<file path="config.mk">
export PLATFORM = sky130hd
export DESIGN_NAME = adc_testpat_gen
export DESIGN_NICKNAME = d
export VERILOG_FILES = /design/src/rtl/adc_tp_pkg.sv /design/src/rtl/adc_tp_width.sv /design/src/rtl/adc_tp_words.sv /design/src/rtl/adc_tp_lfsr.sv /design/src/rtl/adc_testpat_gen.sv
export SDC_FILE = /design/constraint.sdc
export NUM_CORES = 1
export LEC_CHECK = 0
export ABC_CLOCK_PERIOD_IN_PS = 3110
export BUFFER_PORTS_ARGS = -buffer_cell sky130_fd_sc_hd__buf_4
export CAP_MARGIN = 20
export CORE_AREA = 2 2 81 83
export CTS_CLUSTER_SIZE = 16
export DETAILED_ROUTE_END_ITERATION = 16
export DIE_AREA = 0 0 83 85
export GPL_TIMING_DRIVEN = 0
export PLACE_DENSITY = 0.84
export RECOVER_POWER = 50
export SLEW_MARGIN = 40
export SYNTH_ARGS = -nofsm -noshare
export SYNTH_HDL_FRONTEND = slang
export SYNTH_SLANG_ARGS = --single-unit
</file>
<file path="constraint.sdc">
create_clock -name clk -period 3.11 [get_ports clk]
set_clock_uncertainty 0.15 [all_clocks]
set_input_delay 0.311 -clock clk [delete_from_list [all_inputs] [get_ports clk]]
set_output_delay 0.311 -clock clk [all_outputs]
set_load 0.05 [all_outputs]
</file>
<file path="src/rtl/adc_tp_pkg.sv">
package adc_tp_pkg;
   typedef enum logic [3:0] {
      TP_OFF   = 4'd0,
      TP_MID   = 4'd1,
      TP_PFS   = 4'd2,
      TP_NFS   = 4'd3,
      TP_CHK   = 4'd4,
      TP_PNL   = 4'd5,
      TP_PNS   = 4'd6,
      TP_WTOG  = 4'd7,
      TP_USER  = 4'd8,
      TP_BTOG  = 4'd9,
      TP_SYNC  = 4'd10,
      TP_ONEHI = 4'd11,
      TP_MIX   = 4'd12
   } tp_mode_e;

   localparam int unsigned TP_MIN_W = 8;
   localparam int unsigned TP_TOP_W = 14;
endpackage

</file>
<file path="src/rtl/adc_tp_width.sv">
module adc_tp_width
   import adc_tp_pkg::*;
(
   input  logic [3:0] cfg_width,
   output logic [3:0] w_eff
);
   always_comb begin
      if (int'(cfg_width) < int'(TP_MIN_W))      w_eff = 4'(TP_MIN_W);
      else if (int'(cfg_width) > int'(TP_TOP_W)) w_eff = 4'(TP_TOP_W);
      else                                       w_eff = cfg_width;
   end
endmodule

</file>
<file path="src/rtl/adc_tp_words.sv">
module adc_tp_words #(
   parameter int MAX_W = 14
) (
   input  logic [3:0]       w_eff,
   output logic [MAX_W-1:0] mask,
   output logic [MAX_W-1:0] msb_word,
   output logic [MAX_W-1:0] chk_a,
   output logic [MAX_W-1:0] chk_b,
   output logic [MAX_W-1:0] sync_word,
   output logic [MAX_W-1:0] mix_word
);
   logic [3:0] w_m1;
   assign w_m1 = w_eff - 4'd1;

   always_comb begin
      for (int i = 0; i < MAX_W; i++) begin
         mask[i]      = (i < int'(w_eff));
         msb_word[i]  = (i == int'(w_m1));
         chk_a[i]     = (i < int'(w_eff)) && (i[0] == w_m1[0]);
         sync_word[i] = (i < int'(w_eff >> 1));
      end
      chk_b = mask & ~chk_a;
   end

   always_comb begin
      case (w_eff & 4'b1110)
         4'd8:    mix_word = MAX_W'(14'h00A3);
         4'd10:   mix_word = MAX_W'(14'h0263);
         4'd12:   mix_word = MAX_W'(14'h0A33);
         default: mix_word = MAX_W'(14'h2867);
      endcase
   end
endmodule

</file>
<file path="src/rtl/adc_tp_lfsr.sv">
module adc_tp_lfsr #(
   parameter int LEN   = 9,
   parameter int TAP   = 5,
   parameter int OUT_W = 10
) (
   input  logic             clk,
   input  logic             rst_n,
   input  logic             run,
   input  logic             load,
   output logic [OUT_W-1:0] word
);
   logic [LEN-1:0] state_q;
   logic [LEN-1:0] stage [0:OUT_W];

   assign stage[0] = load ? {LEN{1'b1}} : state_q;

   for (genvar k = 0; k < OUT_W; k++) begin : g_step
      logic fb;
      assign fb           = stage[k][LEN-1] ^ stage[k][TAP-1];
      assign stage[k+1]   = {stage[k][LEN-2:0], fb};
      assign word[OUT_W-1-k] = fb;
   end

   always_ff @(posedge clk or negedge rst_n) begin
      if (!rst_n)   state_q <= {LEN{1'b1}};
      else if (run) state_q <= stage[OUT_W];
   end
endmodule

</file>
<file path="src/rtl/adc_testpat_gen.sv">
module adc_testpat_gen
   import adc_tp_pkg::*;
#(
   parameter int MAX_W  = 14,
   parameter int PN_W   = 10,
   parameter int PNS_LEN = 9,
   parameter int PNS_TAP = 5,
   parameter int PNL_LEN = 23,
   parameter int PNL_TAP = 18
) (
   input  logic             clk,
   input  logic             rst_n,
   input  logic [3:0]       mode,
   input  logic [3:0]       cfg_width,
   input  logic             fmt_twos,
   input  logic [MAX_W-1:0] user_word1,
   input  logic [MAX_W-1:0] user_word2,
   input  logic [MAX_W-1:0] sample_in,
   output logic [MAX_W-1:0] data_out
);
   localparam logic [MAX_W-1:0] PN_MSB = MAX_W'(1) << (PN_W - 1);

   if (MAX_W < int'(TP_TOP_W)) begin : g_bad_width
      $error("MAX_W must cover the widest pattern word");
   end
   if (PN_W > MAX_W || PN_W < 2) begin : g_bad_pn
      $error("PN_W must lie between 2 and MAX_W");
   end
   if (PNS_TAP >= PNS_LEN || PNL_TAP >= PNL_LEN) begin : g_bad_tap
      $error("LFSR tap must lie below the register length");
   end

   tp_mode_e        mode_e;
   logic [3:0]      mode_q;
   logic            phase_q;
   logic            entering;
   logic            ph;
   logic [3:0]      w_eff;
   logic [MAX_W-1:0] mask, msb_word, chk_a, chk_b, sync_word, mix_word;
   logic [PN_W-1:0] pns_word, pnl_word;
   logic [MAX_W-1:0] fmt_flip, pn_flip, pat;

   assign mode_e   = tp_mode_e'(mode);
   assign entering = (mode != mode_q);
   assign ph       = entering ? 1'b0 : phase_q;
   assign fmt_flip = fmt_twos ? msb_word : '0;
   assign pn_flip  = fmt_twos ? PN_MSB : '0;

   adc_tp_width u_width (
      .cfg_width (cfg_width),
      .w_eff     (w_eff)
   );

   adc_tp_words #(.MAX_W(MAX_W)) u_words (
      .w_eff     (w_eff),
      .mask      (mask),
      .msb_word  (msb_word),
      .chk_a     (chk_a),
      .chk_b     (chk_b),
      .sync_word (sync_word),
      .mix_word  (mix_word)
   );

   adc_tp_lfsr #(.LEN(PNS_LEN), .TAP(PNS_TAP), .OUT_W(PN_W)) u_pn_short (
      .clk   (clk),
      .rst_n (rst_n),
      .run   (mode_e == TP_PNS),
      .load  (entering),
      .word  (pns_word)
   );

   adc_tp_lfsr #(.LEN(PNL_LEN), .TAP(PNL_TAP), .OUT_W(PN_W)) u_pn_long (
      .clk   (clk),
      .rst_n (rst_n),
      .run   (mode_e == TP_PNL),
      .load  (entering),
      .word  (pnl_word)
   );

   always_comb begin
      case (mode_e)
         TP_MID:   pat = msb_word ^ fmt_flip;
         TP_PFS:   pat = mask ^ fmt_flip;
         TP_NFS:   pat = fmt_flip;
         TP_CHK:   pat = ph ? chk_b : chk_a;
         TP_PNL:   pat = MAX_W'(pnl_word) ^ pn_flip;
         TP_PNS:   pat = MAX_W'(pns_word) ^ pn_flip;
         TP_WTOG:  pat = ph ? '0 : mask;
         TP_USER:  pat = (ph ? user_word2 : user_word1) & mask;
         TP_BTOG:  pat = chk_a;
         TP_SYNC:  pat = sync_word;
         TP_ONEHI: pat = msb_word;
         TP_MIX:   pat = mix_word;
         default:  pat = sample_in;
      endcase
   end

   always_ff @(posedge clk or negedge rst_n) begin
      if (!rst_n) begin
         data_out <= '0;
         mode_q   <= 4'd0;
         phase_q  <= 1'b0;
      end else begin
         data_out <= pat;
         mode_q   <= mode;
         phase_q  <= ~ph;
      end
   end
endmodule

</file>
==> flow_summary.json, run 1 <==
{
  "status": "completed",
  "ant_nets": 0,
  "synth_top_area_share_pct": 23.0,
  "synth_cells": 408,
  "crit_top_cell": "buf_2",
  "cp.arrival_ns": 2.86,
  "io_pins": 67,
  "ctsResizeCount": 0,
  "globalplace.congestion": 1.03,
  "crit_path_max_incr_delay_ns": 0.53,
  "post_cts_buffers": 0,
  "die-area_mm2": 0.00706,
  "combPwrFrac_pct": 31.6,
  "netlist-cell-type-count": 73,
  "grt-ovfl-total": 0,
  "intPower_mw": 1.14,
  "dp_hpwl_mm": 8.41,
  "p_sw_share_pct": 35.6,
  "area_delta_synth_final_pct": 18.9,
  "maxSlewViolCount": 0,
  "wl_per_cell_um": 20.0,
  "ys_async_sr_fraction_pct": 100,
  "routed-via-count": 3698,
  "synth_edf_count": 0,
  "chipHeight_um": 85,
  "crit_required_ns": 3.10,
  "crit_fanout": 10,
  "powerDensity_mw_per_mm2": 407,
  "tightest_slew_ns": 1.21,
  "post-route-drc-count": 0,
  "n_antenna_cell": 0,
  "track_usage_pct": 32.3,
  "cts_tree": "done",
  "leakage_nw": 1.72,
  "fin_tns_setup_ns": 0,
  "via_per_inst": 6.59,
  "rsz0062_at_grt": "no",
  "multi_input_area_mm2": 0.00210,
  "nNetsFinal": 536,
  "cts-root-buf": "clkbuf_8",
  "hold_viol": 0,
  "path_class": "in -> reg",
  "grt_max_degree": 52,
  "cts.reportedPaths.clkPinSlew_ns": 0.11,
  "yosysWarnings": 0,
  "cts.sinks": 51,
  "fin_crit_sh_pct": 92.2,
  "hp-class": "in -> reg",
  "core-area_mm2": 0.00620,
  "cp-start-kind": "input pin",
  "ir_drop_mv": 0.337,
  "syn-num-nets": 461,
  "setup_viol": 0,
  "placed_area_mm2": 0.00423,
  "synth_flop_cell": "dfstp_2",
  "dr.pass1.iters": 5,
  "rows": 29,
  "layout-drive-gt1-share_pct": 28.7,
  "htreeDepth": 2,
  "critPathCaptureType": "flip-flop",
  "total_power_mw": 1.77,
  "crit_chain": "dlygate4sd3_1 > clkbuf_4 > buf_2 > xnor2_2 > and4_1 > buf_2 > buf_4 > a21oi_1 > a211oi_1 > a41oi_1",
  "drt_wl_total_mm": 11.2,
  "ff_latch_area_mm2": 0.00132,
  "die_w_um": 83,
  "postLayoutCellArea_mm2": 0.00434,
  "numCtsBuffers": 5,
  "n_fill_cell": 525,
  "p_switching_mw": 0.628,
  "yosys.area.top_type": "dfstp_2",
  "antenna_found_initial": 0,
  "dr.first_iter.drc_count": 469,
  "clock.fmax_ghz": 0.349,
  "synthTopCellsByArea": "dfstp_2 (23%), dfrtp_1 (13%), xnor2_1 (3.6%)",
  "relSlewSlack_pct": 19.1,
  "p_clk_share_pct": 23.5,
  "portBuffers": 65,
  "syn_area_mm2": 0.00365,
  "fin_crit_ns": 2.87,
  "grt_pass1_wl_mm": 18.2,
  "first_global_vias": 3452,
  "synth-seq-cells": 51,
  "cp_slowest_cell": "dlygate4sd3_1",
  "cts_buffer_depth": 2,
  "synth-seq-area-share_pct": 36.1,
  "avgSynthCellArea_um2": 8.95,
  "drv_cap": 0,
  "start_util_pct": 58.8,
  "seq_power_share_pct": 44.8,
  "insertion_delay_ns": 0.31
}
==> flip-flops by register name, summed over array words and instances, names as in the netlist <==
| name | flops |
|---|---|
| u_pn_long.state_q | 23 |
| data_out | 14 |
| u_pn_short.state_q | 9 |
| phase_q | 1 |
| mode_q | 4 |
==> cell families (layout without fill, tap and decap cells) <==
logic type / Yosys count / count (layout) / share of synthesized area [%]
flip-flops: 51 / 51 / 36.1
XOR/XNOR: 29 / 29 / 7.37
buffers and inverters: 44 / 120 / 6.27
AND/OR/NAND/NOR: 141 / 141 / 21.4
adder cells (fa/ha/maj): 1 / 1 / 0.274
multiplexers: 3 / 3 / 0.857
AO/OA/AOI/OAI: 139 / 139 / 27.8
==> synthesized netlist by cell type, types with 4 or more instances <==
cell	count
xnor2_1	15
nor3_1	13
o21a_1	5
a21o_1	8
o211ai_1	5
clkbuf_1	14
nand4_1	6
nand2_1	32
inv_1	5
dfstp_2	32
o22a_1	13
dfrtp_1	19
buf_6	4
o21ai_1	5
nand2b_1	8
a21oi_1	24
a31oi_1	11
a41oi_1	5
and2_1	6
a211oi_1	7
xor2_1	12
nor2b_1	5
buf_4	5
nor2_1	24
a22o_1	9
o22ai_1	4
buf_2	12
nand3_1	21
o21ai_0	13
==> routing by layer <==
layer | wire length, um | vias to the layer above | global-route usage [%]
met5 | 0 | - | 0
met4 | 297 | 0 | 8.94
met3 | 1180 | 33 | 6.32
met2 | 5140 | 235 | 51.5
met1 | 4630 | 1757 | 45.2
li1 | - | 1673 | -
==> cells in the final DEF, fill, tap and decap left out, types with 6 or more instances in the layout <==
master	count
a21oi_1	24
nand4_1	6
xor2_1	12
buf_2	12
clkbuf_1	19
a211oi_1	7
o22a_1	13
a31oi_1	11
a21o_1	8
xnor2_1	15
nor3_1	13
nand3_1	21
a22o_1	9
nor2_1	24
nand2b_1	8
and2_1	6
o21ai_0	13
dfstp_2	32
dfrtp_1	19
buf_4	62
nand2_1	32
==> final cells by class <==
type                       count  area share (%)
multi-input combinational    313            48.5
sequential                    51            30.3
inverter                       6           0.519
buffer                        38            4.76
timing repair buffer          68            11.5
clock inverter                 3           0.606
clock buffer                   5            1.59
tap                           77            2.22
==> worst max-delay path: cells and delay by family <==
family / cells / cell delay [ns]
AND/OR/NAND/NOR: 1 / 0.21
XOR/XNOR: 1 / 0.24
buffers and inverters: 5 / 1.25
AO/OA/AOI/OAI: 3 / 0.84
==> stage by stage <==
stage	worst slack (ns)	cells	hold WS (ns)	utilization, %
finish	0.241	561	0.0561	69.9
global route	0.244	561	0.0720	69.9
global placement	0.638	550	0.209	68.2
detailed placement	0.599	550	0.212	68.2
floorplan	1.22	408	-0.135	-
CTS	0.378	561	0.0231	70.3
==> worst paths after layout <==
check	startpoint	to	slack, ns	depth (start not counted)
worst max-delay path	mode[3]	data_out[5]	0.24	10
worst min-delay path	sample_in[13]	data_out[13]	0.06	3
worst max register to register	mode_q[1]	data_out[5]	0.65	7
worst min register to register	u_pn_long.state_q[5]	u_pn_long.state_q[5]	0.37	1
max in group asynchronous	rst_n	mode_q[2]	1.44	2
min in group asynchronous	rst_n	data_out[5]	0.63	2
==> power groups by stage <==
stage	Clock, mW	Combinational [mW]	Sequential (mW)
floorplan	0	0.288	0.876
global placement	0	0.548	0.798
detailed placement	0	0.552	0.803
CTS	0.419	0.557	0.791
global route	0.440	0.596	0.799
finish	0.416	0.559	0.791
==> what timing repair did <==
action,4_1_cts,5_1_grt
hold buffers,3,0
endpoints found under the setup margin,0,0
hold endpoints to repair,21,0
Note: power is estimated with default switching activity, not from simulation.
==> inputs of run 2 (changes only) <==
--- a/config.mk
+++ b/config.mk
@@ -8,12 +8,11 @@
 export ABC_CLOCK_PERIOD_IN_PS = 3110
 export BUFFER_PORTS_ARGS = -buffer_cell sky130_fd_sc_hd__buf_4
 export CAP_MARGIN = 20
-export CORE_AREA = 2 2 81 83
+export CORE_AREA = 2 2 94 96
 export CTS_CLUSTER_SIZE = 16
 export DETAILED_ROUTE_END_ITERATION = 16
-export DIE_AREA = 0 0 83 85
+export DIE_AREA = 0 0 96 98
 export GPL_TIMING_DRIVEN = 0
-export PLACE_DENSITY = 0.84
 export RECOVER_POWER = 50
 export SLEW_MARGIN = 40
 export SYNTH_ARGS = -nofsm -noshare
==> flow_summary.json, run 2 (same netlist as run 1, synthesis figures left out) <==
{
  "fin_crit_sh_pct": 85.8,
  "first_global_vias": 3301,
  "cts.sinks": 51,
  "gr-usage-met1_pct": 38.6,
  "path_class": "in -> reg",
  "cp.arrival_ns": 2.69,
  "setup_viol": 0,
  "powerDensity_mw_per_mm2": 424,
  "n_antenna_cell": 0,
  "postLayoutCellArea_mm2": 0.00440,
  "relSlewSlack_pct": 15.8,
  "crit_required_ns": 3.13,
  "area_delta_synth_final_pct": 20.7,
  "cts_tree": "done",
  "rows": 34,
  "rsz0062_at_grt": "no",
  "io_pins": 67,
  "via_per_inst": 6.05,
  "clock.fmax_ghz": 0.375,
  "post-route-drc-count": 0,
  "largest_reg_flops": 23,
  "chipHeight_um": 98,
  "numCtsBuffers": 5,
  "leakage_nw": 1.73,
  "reg2reg_slack_ns": 0.86,
  "globalplace.congestion": 0.908,
  "met2_usage_pct": 39.0,
  "post-route-util_pct": 52.0,
  "fin_crit_ns": 2.67,
  "whs_endpoint": "data_out[13]",
  "antenna_found_initial": 0,
  "total_power_mw": 1.87,
  "hp-class": "in -> reg",
  "portBuffers": 65,
  "n_fill_cell": 812,
  "place_inst": 581,
  "drt_wl_total_mm": 11.9,
  "cp-start-kind": "input pin",
  "drv_cap": 0,
  "largestRegisters": "u_pn_long.state_q (23), data_out (14), u_pn_short.state_q (9)",
  "placed_area_mm2": 0.00427,
  "dp_slack_ns": 0.677,
  "dr.pass1.iters": 5,
  "fin_tns_setup_ns": 0,
  "final_cell_mix": "buf_4 (62), nand2_1 (32), dfstp_2 (32)",
  "wl_per_cell_um": 20.1,
  "nNetsFinal": 536,
  "min-delay-start": "sample_in[13]",
  "grt-ovfl-total": 0,
  "die_w_um": 96,
  "die-area_mm2": 0.00941,
  "ant_nets": 0,
  "fin_ws_ns": 0.442,
  "busiest_layer": "met2",
  "largest-register": "u_pn_long.state_q",
  "hold_viol": 0,
  "start_util_pct": 43.1,
  "cts.reportedPaths.clkPinSlew_ns": 0.11,
  "routed-via-count": 3582,
  "grt_pass1_wl_mm": 18.5,
  "htreeDepth": 2,
  "critPathCaptureType": "flip-flop",
  "status": "completed",
  "fin_cells": 592,
  "ir_drop_mv": 0.326,
  "reg2reg_depth": 7,
  "cts_buffer_depth": 2,
  "maxSlewViolCount": 0,
  "cts-root-buf": "clkbuf_8",
  "post_cts_buffers": 0,
  "dp_hpwl_mm": 8.94,
  "core-area_mm2": 0.00847,
  "holdWs_ns": 0.0519,
  "insertion_delay_ns": 0.32,
  "grt_use_met3_pct": 3.63,
  "whs_path_depth": 3,
  "layout-drive-gt1-share_pct": 28.7,
  "track_usage_pct": 25.6,
  "r2r-start": "mode_q[1]",
  "dr.first_iter.drc_count": 297,
  "final_common_cell": "buf_4",
  "tightest_slew_ns": 1.26,
  "grt_max_degree": 52,
  "r2r_end": "data_out[6]",
  "crit_fanout": 10
}
==> run 2: changes by cell type in the layout (fill, tap and decap cells not counted), sizes merged <==
cell	before	now
bufinv	0	1
clkbuf	27	28
clkinv	1	0
inv	8	7
==> run 2: critical path, stage by stage <==
cell	delay (ns)
dlygate4sd3_1	0.53
clkbuf_4	0.13
buf_2	0.17
xnor2_2	0.17
nand4_4	0.21
buf_2	0.31
nor3_1	0.15
nor4_1	0.48
o2111ai_1	0.21
==> run 2: worst max-delay path by stage <==
stage / startpoint / to / cells after the start
final: mode[3] / data_out[7] / 9
after global routing: mode[3] / data_out[6] / 9
after CTS: mode[3] / data_out[6] / 9
after detailed placement: mode[3] / data_out[6] / 8
after global placement: mode[3] / data_out[10] / 8
after floorplan: mode[3] / data_out[0] / 8
==> run 2: power by group <==
group / leakage, nW / total [mW] / internal, mW / switching [mW]
Clock: 0.0618 / 0.510 / 0.265 / 0.245
Sequential: 0.565 / 0.790 / 0.752 / 0.0378
Combinational: 1.10 / 0.566 / 0.221 / 0.345
==> run 2: layout make-up <==
| cell class | count | area (um^2) | share of cell area (%) |
|---|---|---|---|
| clock inverter | 2 | 38.8 | 0.881 |
| sequential | 51 | 1320 | 29.9 |
| inverter | 6 | 22.5 | 0.511 |
| timing repair buffer | 68 | 497 | 11.3 |
| tap | 108 | 135 | 3.07 |
| multi-input combinational | 313 | 2110 | 47.8 |
| clock buffer | 6 | 82.6 | 1.88 |
| buffer | 38 | 206 | 4.69 |
==> run 2: timing repair <==
item / CTS / global route
endpoints found under the hold margin: 21 / 0
hold buffers: 3 / 0
resized for setup: 0 / 0
==> run 2: layer usage <==
metal,wire length (um),up-vias
met5,0,-
li1,-,1671
met1,5430,1712
met3,907,15
met2,5400,184
met4,173,0
